### config.mk
export PLATFORM = sky130hd
export DESIGN_NAME = stm_timing_monitor
export DESIGN_NICKNAME = d
export VERILOG_FILES = /design/src/rtl/stm_pkg.sv /design/src/rtl/stm_span_meter.sv /design/src/rtl/stm_len_judge.sv /design/src/rtl/stm_timing_monitor.sv
export SDC_FILE = /design/constraint.sdc
export NUM_CORES = 1
export LEC_CHECK = 0
export CORE_UTILIZATION = 62
export CTS_CLUSTER_SIZE = 8
export DETAILED_ROUTE_END_ITERATION = 12
export GPL_ROUTABILITY_DRIVEN = 0
export PLACE_DENSITY = 0.79
export SYNTH_ARGS = -nofsm -noshare
export SYNTH_HDL_FRONTEND = slang
export SYNTH_SLANG_ARGS = --single-unit
### constraint.sdc
create_clock -name clk -period 3.7 [get_ports clk]
set_clock_uncertainty 0.2 [all_clocks]
set_input_delay 0.74 -clock clk [delete_from_list [all_inputs] [get_ports clk]]
set_output_delay 0.74 -clock clk [all_outputs]
set_load 0.01 [all_outputs]
### src/rtl/stm_pkg.sv
package stm_pkg;
   // How a span meter turns edges of its input into a length.
   typedef enum logic {
      MEAS_HIGH_SPAN    = 1'b0,  // clocks sampled high, rise to fall
      MEAS_RISE_TO_RISE = 1'b1   // clocks between consecutive rising edges
   } meas_mode_e;
endpackage

### src/rtl/stm_span_meter.sv
module stm_span_meter #(
   parameter int                  CNT_W = 16,
   parameter stm_pkg::meas_mode_e MODE  = stm_pkg::MEAS_HIGH_SPAN
) (
   input  logic             clk,
   input  logic             rst_n,
   input  logic             clr,
   input  logic             sig,
   output logic             meas_vld,
   output logic [CNT_W-1:0] meas_len
);
   localparam logic [CNT_W-1:0] CNT_MAX = '1;
   localparam logic [CNT_W-1:0] CNT_ONE = CNT_W'(1);

   if (CNT_W < 2) begin : g_bad_width
      $error("stm_span_meter: CNT_W must be at least 2");
   end

   logic             sig_q;
   logic [CNT_W-1:0] cnt;
   logic [CNT_W-1:0] cnt_inc;
   logic             rise;

   assign rise    = sig & ~sig_q;
   assign cnt_inc = (cnt == CNT_MAX) ? cnt : cnt + CNT_ONE;

   if (MODE == stm_pkg::MEAS_HIGH_SPAN) begin : g_high_span
      logic fall;
      assign fall = ~sig & sig_q;

      always_ff @(posedge clk or negedge rst_n) begin
         if (!rst_n) begin
            sig_q    <= 1'b0;
            cnt      <= '0;
            meas_vld <= 1'b0;
            meas_len <= '0;
         end else if (clr) begin
            sig_q    <= 1'b0;
            cnt      <= '0;
            meas_vld <= 1'b0;
            meas_len <= '0;
         end else begin
            sig_q    <= sig;
            meas_vld <= 1'b0;
            if (rise) begin
               cnt <= CNT_ONE;
            end else if (sig) begin
               cnt <= cnt_inc;
            end
            if (fall) begin
               meas_vld <= 1'b1;
               meas_len <= cnt;
            end
         end
      end
   end else begin : g_rise_to_rise
      logic armed;

      always_ff @(posedge clk or negedge rst_n) begin
         if (!rst_n) begin
            sig_q    <= 1'b0;
            cnt      <= '0;
            armed    <= 1'b0;
            meas_vld <= 1'b0;
            meas_len <= '0;
         end else if (clr) begin
            sig_q    <= 1'b0;
            cnt      <= '0;
            armed    <= 1'b0;
            meas_vld <= 1'b0;
            meas_len <= '0;
         end else begin
            sig_q    <= sig;
            meas_vld <= 1'b0;
            if (rise) begin
               armed <= 1'b1;
               cnt   <= CNT_ONE;
               if (armed) begin
                  meas_vld <= 1'b1;
                  meas_len <= cnt;
               end
            end else begin
               cnt <= cnt_inc;
            end
         end
      end
   end
endmodule

### src/rtl/stm_len_judge.sv
module stm_len_judge #(
   parameter int CNT_W = 16,
   parameter int THR   = 1
) (
   input  logic             clk,
   input  logic             rst_n,
   input  logic             clr,
   input  logic             meas_vld,
   input  logic [CNT_W-1:0] meas_len,
   output logic             hit
);
   localparam int             MISS_W = $clog2(THR + 1);
   localparam logic [MISS_W-1:0] THR_V  = MISS_W'(THR);
   localparam logic [MISS_W-1:0] MISS_ONE = MISS_W'(1);

   if (THR < 1) begin : g_bad_thr
      $error("stm_len_judge: THR must be at least 1");
   end

   logic [CNT_W-1:0]  ref_len;
   logic              has_ref;
   logic [MISS_W-1:0] miss;
   logic [MISS_W-1:0] miss_inc;

   assign miss_inc = (miss == THR_V) ? miss : miss + MISS_ONE;

   always_ff @(posedge clk or negedge rst_n) begin
      if (!rst_n) begin
         ref_len <= '0;
         has_ref <= 1'b0;
         miss    <= '0;
         hit     <= 1'b0;
      end else if (clr) begin
         ref_len <= '0;
         has_ref <= 1'b0;
         miss    <= '0;
         hit     <= 1'b0;
      end else begin
         hit <= 1'b0;
         if (meas_vld) begin
            ref_len <= meas_len;
            if (!has_ref) begin
               has_ref <= 1'b1;
               miss    <= '0;
            end else if (meas_len != ref_len) begin
               miss <= miss_inc;
               if (miss_inc == THR_V) begin
                  hit <= 1'b1;
               end
            end else begin
               miss <= '0;
            end
         end
      end
   end
endmodule

### src/rtl/stm_timing_monitor.sv
module stm_timing_monitor #(
   parameter int CNT_W  = 16,
   parameter int DE_THR = 1,
   parameter int VS_THR = 2
) (
   input  logic clk,
   input  logic rst_n,
   input  logic pwr_en,
   input  logic self_test_en,
   input  logic self_test_err,
   input  logic vsync,
   input  logic den,
   input  logic flag_clear,
   output logic timing_ok
);
   logic             clr;
   logic             de_vld;
   logic [CNT_W-1:0] de_len;
   logic             de_hit;
   logic             vs_vld;
   logic [CNT_W-1:0] vs_len;
   logic             vs_hit;
   logic             fault_q;

   assign clr = ~pwr_en;

   stm_span_meter #(.CNT_W(CNT_W), .MODE(stm_pkg::MEAS_HIGH_SPAN)) u_de_meter (
      .clk(clk), .rst_n(rst_n), .clr(clr), .sig(den),
      .meas_vld(de_vld), .meas_len(de_len)
   );

   stm_len_judge #(.CNT_W(CNT_W), .THR(DE_THR)) u_de_judge (
      .clk(clk), .rst_n(rst_n), .clr(clr),
      .meas_vld(de_vld), .meas_len(de_len), .hit(de_hit)
   );

   stm_span_meter #(.CNT_W(CNT_W), .MODE(stm_pkg::MEAS_RISE_TO_RISE)) u_vs_meter (
      .clk(clk), .rst_n(rst_n), .clr(clr), .sig(vsync),
      .meas_vld(vs_vld), .meas_len(vs_len)
   );

   stm_len_judge #(.CNT_W(CNT_W), .THR(VS_THR)) u_vs_judge (
      .clk(clk), .rst_n(rst_n), .clr(clr),
      .meas_vld(vs_vld), .meas_len(vs_len), .hit(vs_hit)
   );

   // A fresh fault outranks a clear arriving in the same clock.
   always_ff @(posedge clk or negedge rst_n) begin
      if (!rst_n) begin
         fault_q <= 1'b0;
      end else if (clr) begin
         fault_q <= 1'b0;
      end else if (de_hit || vs_hit) begin
         fault_q <= 1'b1;
      end else if (flag_clear) begin
         fault_q <= 1'b0;
      end
   end

   assign timing_ok = self_test_en ? ~self_test_err : ~fault_q;
endmodule

# --- Yosys cells after proc, flatten, opt, wreduce, memory -nomap -nowiden ---
# Index checks and enable logic that the tools add are counted.
word_totals:
  regBits: 109
  wordCells: 101
  out_inout_bits: 1
op_classes:
  muxes: 53
  n_reduce_logical: 3
  bitwise_logic: 8
  eq_ne: 15
  add_sub_neg: 4
op_table:
  columns: ["operator", "count"]
  rows:
  - ["16-bit 2-to-1 mux", 16]
  - ["16-bit by 1-bit adder with 16-bit output, second input constant", 2]
  - ["16-bit == test, second input constant", 2]
  - ["1-bit 2-to-1 mux", 32]
  - ["16-bit inequality test", 2]
  - ["2-bit 2-to-1 mux", 5]
  - ["2-bit by 1-bit inequality test with 1-bit output, second input constant", 5]
  - ["3-bit by 1-bit inequality test with 1-bit output, second input constant", 2]
  - ["3-bit by 2-bit inequality test with 1-bit output, second input constant", 2]
  - ["1-bit NOT", 5]
  - ["2-bit == test, second input constant", 2]
  - ["2-bit AND reduction", 2]
  - ["1-bit AND", 3]
  - ["2-bit by 1-bit adder with 2-bit output, second input constant", 1]
  - ["1-bit adder, second input constant", 1]
  - ["1-bit logical OR", 1]

# --- Logic depth before layout (Yosys ltp) ---
# Gate-level depths: netlist of the first run.
depth:
  ltp_word: 8
  depth_mapped: 6

# --- Cells and area by module ---
# From an unflattened synthesis of the first run, not the netlist that was laid out.
unflattened:
  cells_unflattened: 484
  hier_area_um2: 5230.0
modules_own_cells:
  columns: ["module", "seq_area_each_um2", "cells_per_inst", "area_per_inst_um2", "n_inst"]
  rows:
  - ["stm_span_meter (u_de_meter)", 850.8, 161, 1687.9, 1]
  - ["stm_span_meter (u_vs_meter)", 875.8, 147, 1615.3, 1]
  - ["stm_len_judge (u_vs_judge)", 500.5, 91, 985.9, 1]
  - ["stm_len_judge (u_de_judge)", 450.4, 79, 887.1, 1]
  - ["stm_timing_monitor", 25.0, 6, 53.8, 1]

# --- Least setup slack after synthesis of the first run ---
# No wires, ideal clock.
synth_path:
  path_type: "in2reg"
  from: "in vsync"
  to: "reg u_vs_meter.cnt[5]"
  slack_ps: 1542
  stages: 6
  path_buffers: 2
  arrival_ps: 1892
  cell_sequence: "nor2b_1 clkbuf_1 nand2b_1 clkbuf_1 or4_1 nand2_1"
synth_between:
  elab_chain_cells: 3
synth_rtl:
  columns: ["item", "line_no", "text"]
  rows:
  - ["start: declaration", "stm_timing_monitor.sv:11", "input logic vsync,"]
  - ["1-bit AND *", "stm_span_meter.sv:24", "assign rise = sig & ~sig_q;"]
  - ["16-bit 2-to-1 mux", "stm_span_meter.sv:75", "if (rise) begin"]
  - ["16-bit 2-to-1 mux", "stm_span_meter.sv:66", "end else if (clr) begin"]
  - ["end signal: assignment", "stm_span_meter.sv:83", "cnt <= cnt_inc;"]
  - ["end: declaration", "stm_span_meter.sv:20", "logic [CNT_W-1:0] cnt;"]
# Every way passes the cells marked *; elsewhere a longest branch is shown, timed or not.
# A chain may end at the register's enable or synchronous reset.

# --- Final worst setup path of the first run ---
layout_path:
  from: "in self_test_en"
  to: "out timing_ok"
layout_between:
  elab_chain_cells: 1
layout_rtl:
  columns: ["item", "line_no", "text"]
  rows:
  - ["start: declaration", "stm_timing_monitor.sv:9", "input logic self_test_en,"]
  - ["1-bit 2-to-1 mux", "stm_timing_monitor.sv:60", "assign timing_ok = self_test_en ? ~self_test_err : ~fault_q;"]
  - ["end: declaration", "stm_timing_monitor.sv:14", "output logic timing_ok"]
# Every way passes these cells.

==> results of run 1 <==
report_power, final:
group          internal, mW  switching (mW)  total, mW
clock                 0.300           0.381      0.680
sequential             1.19          0.0151       1.20
combinational        0.0280          0.0664     0.0944
total                  1.51           0.462       1.98
worst min-delay path by stage:
stage	from	endpoint	cells past startpoint	slack, ps
global route	rst_n	u_de_judge.ref_len[11]	1	320
finish	rst_n	u_de_judge.ref_len[12]	1	270
floorplan	rst_n	fault_q	0	240
detailed placement	u_vs_judge.miss[0]	u_vs_judge.miss[0]	2	280
global placement	u_vs_judge.miss[0]	u_vs_judge.miss[0]	2	260
CTS	rst_n	u_de_judge.ref_len[12]	1	300
layer usage:
| layer | routed length [µm] | up-vias | track usage |
|---|---|---|---|
| met1 | 5010 | 1836 | 0.396 |
| met3 | 494 | 7 | 0.0545 |
| met4 | 76 | 0 | 0.0654 |
| li1 | - | 1751 | - |
| met5 | 0 | - | 0 |
| met2 | 4520 | 94 | 0.380 |
cell usage in the layout, fill, tap and decap left out, types with 11 or more instances in the layout:
cell type / Yosys / layout
nor2_1: 55 / 55
mux2i_1: 38 / 38
a21oi_1: 11 / 11
nand4_1: 19 / 19
xnor2_1: 33 / 33
nand2_1: 24 / 24
a22o_1: 31 / 31
nand3_1: 19 / 19
dfrtp_1: 108 / 108
clkbuf_8: 0 / 12
final cells by class:
type,count,share of cell area
Clock buffer,13,0.0310
Clock inverter,3,0.00368
Inverter,9,0.00621
Multi-Input combinational cell,329,0.418
Sequential cell,108,0.497
Tap cell,102,0.0234
Timing Repair Buffer,13,0.0211
cells by family after synthesis:
group                    after synthesis
AO/OA/AOI/OAI                         89
XOR/XNOR                              33
adder cells (fa/ha/maj)                3
AND/OR/NAND/NOR                      166
buffers and inverters                 38
multiplexers                          38
flip-flops                           108
stage by stage:
step / power, mW / cell area [µm²] / setup WS [ps] / hold WS [ps] / utilization
floorplan: 1.27 / 5160 / 1540 / 244 / -
global placement: 1.32 / 5250 / 830 / 264 / 0.666
detailed placement: 1.32 / 5250 / 818 / 281 / 0.666
CTS: 2.00 / 5440 / 819 / 304 / 0.690
global route: 2.05 / 5440 / 744 / 320 / 0.690
finish: 1.98 / 5440 / 821 / 275 / 0.690
registers in the layout, indices dropped and copies added (netlist names), 2 cells and up:
signal               cells
u_de_judge.ref_len      16
u_de_meter.cnt          16
u_de_meter.meas_len     16
u_vs_judge.miss          2
u_vs_judge.ref_len      16
u_vs_meter.cnt          16
u_vs_meter.meas_len     16
worst max-delay path: stages:
cell and delay, ps:
clkdlybuf4s50_1 480, mux2i_1 180, clkdlybuf4s50_1 540
==> impl_metrics.tcl, run 1 <==
set metrics [dict create \
    hold_violations 0 \
    via_per_inst 6.39 \
    area_delta_synth_final_pct 5.53 \
    cts_tree "built" \
    die_x_um 93.2 \
    clock_latency_ps 360 \
    p_leak_nw 2.25 \
    synth_commonest_cells "108 x dfrtp_1, 55 x nor2_1, 38 x mux2i_1" \
    vias 3688 \
    cts_buffers 9 \
    synth_xor_area_frac 0.0560 \
    synth_top_cell_by_area "dfrtp_1" \
    r2r_setup_slack_ps 1490 \
    grt_overflow 0 \
    ys.flop_type "dfrtp_1" \
    die_h_um 93.2 \
    synthMuxAreaShare 0.0738 \
    crit_fanout 1 \
    h-tree-depth 3 \
    track_usage 0.259 \
    die-area_um2 8690 \
    ctsResizeCount 0 \
    grt_pass1_wl_mm 17.3 \
    ys.warnings.count 0 \
    antenna_cells 0 \
    ys_types 53 \
    setup.worst_path.end "timing_ok" \
    final_cells 577 \
    clock.fmax_ghz 0.347 \
    drc 0 \
    synth_cells 475 \
    ioPinCount 9 \
    rows 32 \
    fin_tns_setup_ps 0 \
    syn_avg_cell_area_um2 10.9 \
    cts-root-buf "clkbuf_8" \
    r2r-end "u_de_meter.cnt[5]" \
    core_area_um2 7890 \
    synth_top_area_frac 0.524 \
    place.port_buffers 8 \
    worst-slew-pin-transition_ps 1180 \
    drive_above_1_share 0.0653 \
    cts.clk_slew.worst_paths_ps 90 \
    drtPass1Iterations 4 \
    cts_hold_buf 0 \
    crit_start "self_test_en" \
    ff2ff_path_depth 5 \
    setup_viol 0 \
    syn-num-nets 486 \
    antenna_found_initial 0 \
    maxCapViolCount 0 \
    end_kind "output pin" \
    synthArstFlopShare 1.00 \
    drv_slew 0 \
    synth-simple-area-share 0.172 \
    synth_area_leaders "dfrtp_1 52%, mux2i_1 7.4%, xnor2_1 5.6%, a22o_1 5.3%, nor2_1 4.0%" \
    cts.path.max_buffers 2 \
    status "complete, no violations" \
    synth_edf_count 0 \
    period_needed_ps 2880 \
    grt_max_degree 69 \
    synth_top_family_by_area "simple AND/OR/NAND/NOR gates" \
    powerDensity_nw_per_um2 363 \
    finalCritPeriodShare 0.778 \
    ant_nets 0 \
    dr.first_iter.drc_count 151 \
    drt_wl_total_mm 10.1 \
    vdd_drop_max_mv 0.290 \
    rr_startpoint "u_de_meter.cnt[0]" \
    nFillCells 565 \
    grt_pass1_vias 3514 \
    min_path_type "input pin to async pin" \
    yosysSeqAreaShare 0.524 \
    synthAdderAreaFrac 0.00728 \
    synth.most_common_cell "dfrtp_1" \
    cts_sinks 108 \
    seq_area_um2 2700 \
    relSlewSlack 0.216 \
    synth-compound-area-share 0.132 \
    routedWlPerCell_um 17.5 \
    crit_type "input pin to output pin" \
    multiInputGateArea_um2 2270 \
    cp-start-kind "input pin" \
    layout.nets 481 \
    required_ps 2760 \
    ys_ff_latch 108 \
    worstPathArrival_ps 1940 \
    placedCellCount 561 \
    dpl.hpwl_mm 6.84 \
    post_cts_buffers 0 \
    rsz0062_at_grt "no" \
    initial_utilization 0.654 \
    netlist_area_um2 5160 \
]
(Power assumes the default switching activity.)
==> run 2, diff against run 1 <==
==> constraint.sdc (replaced) <==
create_clock -name clk -period 2.94 [get_ports clk]
set_clock_uncertainty 0.2 [all_clocks]
set_input_delay 0.588 -clock clk [delete_from_list [all_inputs] [get_ports clk]]
set_output_delay 0.588 -clock clk [all_outputs]
set_load 0.01 [all_outputs]
==> run 2 against run 1 <==
Cell count is 0.69% higher. Worst setup slack got worse by 460 ps. Utilization increased by 1.1 points. Hold slack got worse by 250 ps. Largest cell class unchanged. Critical path depth stayed put. Clock power increased by 41%. Power is 32% higher. Non-clock buffer count up 7. Flip-flop and latch count did not move. Count of clock-buffer cells in the layout shrank 2. Wire length grew 4.8%. Sequential share of layout area is 0.79 points lower.
==> impl_metrics.tcl, run 2 (same netlist as run 1, synthesis figures left out) <==
set metrics [dict create \
    status "complete, no violations" \
    routedWlPerCell_um 18.2 \
    crit_fanout 1 \
    drtPass1Iterations 5 \
    antenna_found_initial 0 \
    hold_violations 0 \
    layout.nets 488 \
    crit_start "self_test_en" \
    final_cells 581 \
    antenna_cells 0 \
    grt_pass1_wl_mm 17.9 \
    cts_hold_buf 0 \
    period_needed_ps 2580 \
    worstPathArrival_ps 1790 \
    track_usage 0.267 \
    cts-root-buf "clkbuf_8" \
    drc 0 \
    finalCritPeriodShare 0.878 \
    maxCapViolCount 0 \
    clock.fmax_ghz 0.387 \
    drive_above_1_share 0.0752 \
    area_delta_synth_final_pct 7.23 \
    nFillCells 558 \
    via_per_inst 6.51 \
    powerDensity_nw_per_um2 471 \
    cts.path.max_buffers 2 \
    vias 3780 \
    core_area_um2 7890 \
    placedCellCount 568 \
    rsz0062_at_grt "no" \
    cp-start-kind "input pin" \
    worst-slew-pin-transition_ps 981 \
    grt_overflow 0 \
    seq_area_um2 2700 \
    most-common-layout-cells "108 x dfrtp_1, 55 x nor2_1, 38 x mux2i_1" \
    cts_tree "built" \
    grt_pass1_vias 3555 \
    dpl.hpwl_mm 7.32 \
    grt_max_degree 47 \
    drv_slew 0 \
    place.port_buffers 8 \
    ctsResizeCount 0 \
    p_leak_nw 2.31 \
    crit_type "input pin to output pin" \
    vdd_drop_max_mv 0.232 \
    die_x_um 93.2 \
    ant_nets 0 \
    die_h_um 93.2 \
    drt_wl_total_mm 10.6 \
    ff2ff_path_depth 5 \
    post_cts_buffers 0 \
    initial_utilization 0.654 \
    relSlewSlack 0.346 \
    rr_startpoint "u_de_meter.cnt[0]" \
    required_ps 2150 \
    power_mw 2.60 \
    min_path_type "input pin to async pin" \
    layout_setup_ws_ps 359 \
    cts_sinks 108 \
    fin_tns_setup_ps 0 \
    ioPinCount 9 \
    dr.first_iter.drc_count 245 \
    clock_latency_ps 350 \
    cts_buffers 9 \
    die-area_um2 8690 \
    h-tree-depth 3 \
    cts.clk_slew.worst_paths_ps 90 \
    layout_commonest_cell "dfrtp_1" \
    pre_cts_ws_ps 343 \
    rows 32 \
    end_kind "output pin" \
    multiInputGateArea_um2 2270 \
    setup_viol 0 \
]
==> run 2: cell type report <==
| class | count | share of cell area |
|---|---|---|
| Sequential cell | 108 | 0.489 |
| Multi-Input combinational cell | 329 | 0.411 |
| Timing Repair Buffer | 20 | 0.0326 |
| Clock buffer | 11 | 0.0274 |
| Tap cell | 102 | 0.0231 |
| Clock inverter | 2 | 0.0109 |
| Inverter | 9 | 0.00611 |
==> run 2: worst paths after layout <==
path,to,slack (ps)
hold reg to reg,u_vs_judge.miss[0],310
setup / recovery,timing_ok,360
hold / removal,u_de_judge.ref_len[3],30
min in group clk,u_vs_judge.miss[0],310
setup reg to reg,u_de_meter.cnt[5],770
max in group asynchronous,u_de_judge.hit,1840
==> run 2: critical path: stages <==
cell             delay [ps]
clkdlybuf4s50_1         470
mux2i_1                 180
clkdlybuf4s50_1         550
==> run 2: where the power goes <==
group          switching [mW]  leakage (nW)  internal (mW)
sequential             0.0194          1.50           1.49
clock                   0.448         0.107          0.513
combinational          0.0856         0.699         0.0435
total                   0.553          2.31           2.05
==> run 2: metrics by stage <==
step	util	hold WS, ps	instance area, µm²
floorplan	-	92.4	5160
global placement	0.674	265	5320
detailed placement	0.674	300	5320
CTS	0.701	55.5	5530
global route	0.701	64.3	5530
finish	0.701	27.4	5530
==> run 2: metal layers <==
layer	wire [µm]	global-route usage	vias to the layer above
li1	-	-	1760
met1	4950	0.393	1897
met2	5000	0.412	113
met3	535	0.0577	10
met4	92	0.0551	0
met5	0	0	-
==> run 3, diff against run 2 <==
--- a/config.mk
+++ b/config.mk
@@ -10,6 +10,7 @@
 export DETAILED_ROUTE_END_ITERATION = 12
 export GPL_ROUTABILITY_DRIVEN = 0
 export PLACE_DENSITY = 0.79
+export RECOVER_POWER = 100
 export SYNTH_ARGS = -nofsm -noshare
 export SYNTH_HDL_FRONTEND = slang
 export SYNTH_SLANG_ARGS = --single-unit
==> run 3 against run 2 <==
Cell count did not move. Critical path depth did not move. Clock power barely moved. Critical path type unchanged. Critical endpoint unchanged. Largest power group unchanged. Highest routed layer unchanged.
==> impl_metrics.tcl, run 3 (same netlist as run 1, synthesis figures left out) <==
set metrics [dict create \
    status "complete, no violations" \
    post_cts_buffers 0 \
    power_mw 2.60 \
    relSlewSlack 0.250 \
    worst-slew-pin-transition_ps 1130 \
    end_kind "output pin" \
    finalCritPeriodShare 0.896 \
    die_x_um 93.2 \
    ant_nets 0 \
    final_cells 581 \
    crit_fanout 1 \
    place.port_buffers 8 \
    cts_buffers 9 \
    via_per_inst 6.47 \
    pre_cts_ws_ps 343 \
    die-area_um2 8690 \
    dpl.hpwl_mm 7.32 \
    vias 3761 \
    antenna_found_initial 0 \
    cts.path.max_buffers 2 \
    core_area_um2 7890 \
    worstPathArrival_ps 1850 \
    ioPinCount 9 \
    placedCellCount 568 \
    cts_hold_buf 0 \
    dr.first_iter.drc_count 215 \
    drtPass1Iterations 5 \
    grt_max_degree 47 \
    cts.clk_slew.worst_paths_ps 90 \
    rsz0062_at_grt "no" \
    vdd_drop_max_mv 0.234 \
    clock.fmax_ghz 0.379 \
    required_ps 2150 \
    min_path_type "input pin to async pin" \
    h-tree-depth 3 \
    cts_sinks 108 \
    fin_tns_setup_ps 0 \
    setup_viol 0 \
    antenna_cells 0 \
    area_delta_synth_final_pct 6.16 \
    placed_cell_area_um2 5320 \
    hold_violations 0 \
    cts-root-buf "clkbuf_8" \
    track_usage 0.267 \
    rows 32 \
    crit_type "input pin to output pin" \
    routedWlPerCell_um 18.2 \
    ctsResizeCount 0 \
    maxCapViolCount 0 \
    grt_pass1_wl_mm 17.9 \
    drc 0 \
    most-common-layout-cells "108 x dfrtp_1, 55 x nor2_1, 38 x mux2i_1" \
    cp-start-kind "input pin" \
    powerDensity_nw_per_um2 474 \
    grt_pass1_vias 3555 \
    grt_overflow 0 \
    drt_wl_total_mm 10.5 \
    cts_tree "built" \
    layout_commonest_cell "dfrtp_1" \
    initial_utilization 0.654 \
    die_h_um 93.2 \
    layout.nets 488 \
    fin_area_um2 5480 \
    layout_setup_ws_ps 305 \
    drv_slew 0 \
    drive_above_1_share 0.0626 \
    p_leak_nw 2.27 \
    period_needed_ps 2640 \
    clock_latency_ps 350 \
]
run 3: worst paths after layout:
check,startpoint,endpoint,slack [ps],depth (start not counted)
worst max register to register,u_vs_meter.cnt[0],u_vs_meter.cnt[9],570,5
worst min register to register,u_vs_judge.miss[0],u_vs_judge.miss[0],310,2
worst min-delay path,rst_n,u_de_judge.ref_len[3],240,1
worst max-delay path,self_test_en,timing_ok,300,3
max in group asynchronous,rst_n,u_vs_judge.ref_len[15],650,2
min in group clk,u_vs_judge.miss[0],u_vs_judge.miss[0],310,2
run 3: power by group:
group,switching (mW),internal [mW],leakage (nW)
combinational,0.0848,0.0367,0.658
sequential,0.0194,1.49,1.50
clock,0.450,0.513,0.107
run 3: layer usage:
| layer | track usage | part of all wire | vias up |
|---|---|---|---|
| met1 | 0.393 | 0.48 | 1894 |
| met3 | 0.0577 | 0.046 | 10 |
| met4 | 0.0551 | 0.0078 | 0 |
| met5 | 0 | 0 | - |
| li1 | - | - | 1756 |
| met2 | 0.412 | 0.47 | 101 |
run 3: metrics by stage:
| step | hold slack, ps | utilization |
|---|---|---|
| global placement | 265 | 0.674 |
| finish | 238 | 0.694 |
| CTS | 55.5 | 0.701 |
| floorplan | 92.4 | - |
| detailed placement | 300 | 0.674 |
| global route | 329 | 0.694 |
run 3: cell type report:
cell class              count  area, µm²
clock buffers              11        151
clock inverters             2       60.1
multi-input cells         329       2260
repair buffers             20        143
fillers                   570       2410
well taps                 102        128
flip-flops and latches    108       2700
inverters                   9       33.8
run 3: worst max-delay path: stages:
cell	delay, ps
clkdlybuf4s50_1	470
mux2i_1	170
dlygate4sd3_1	620
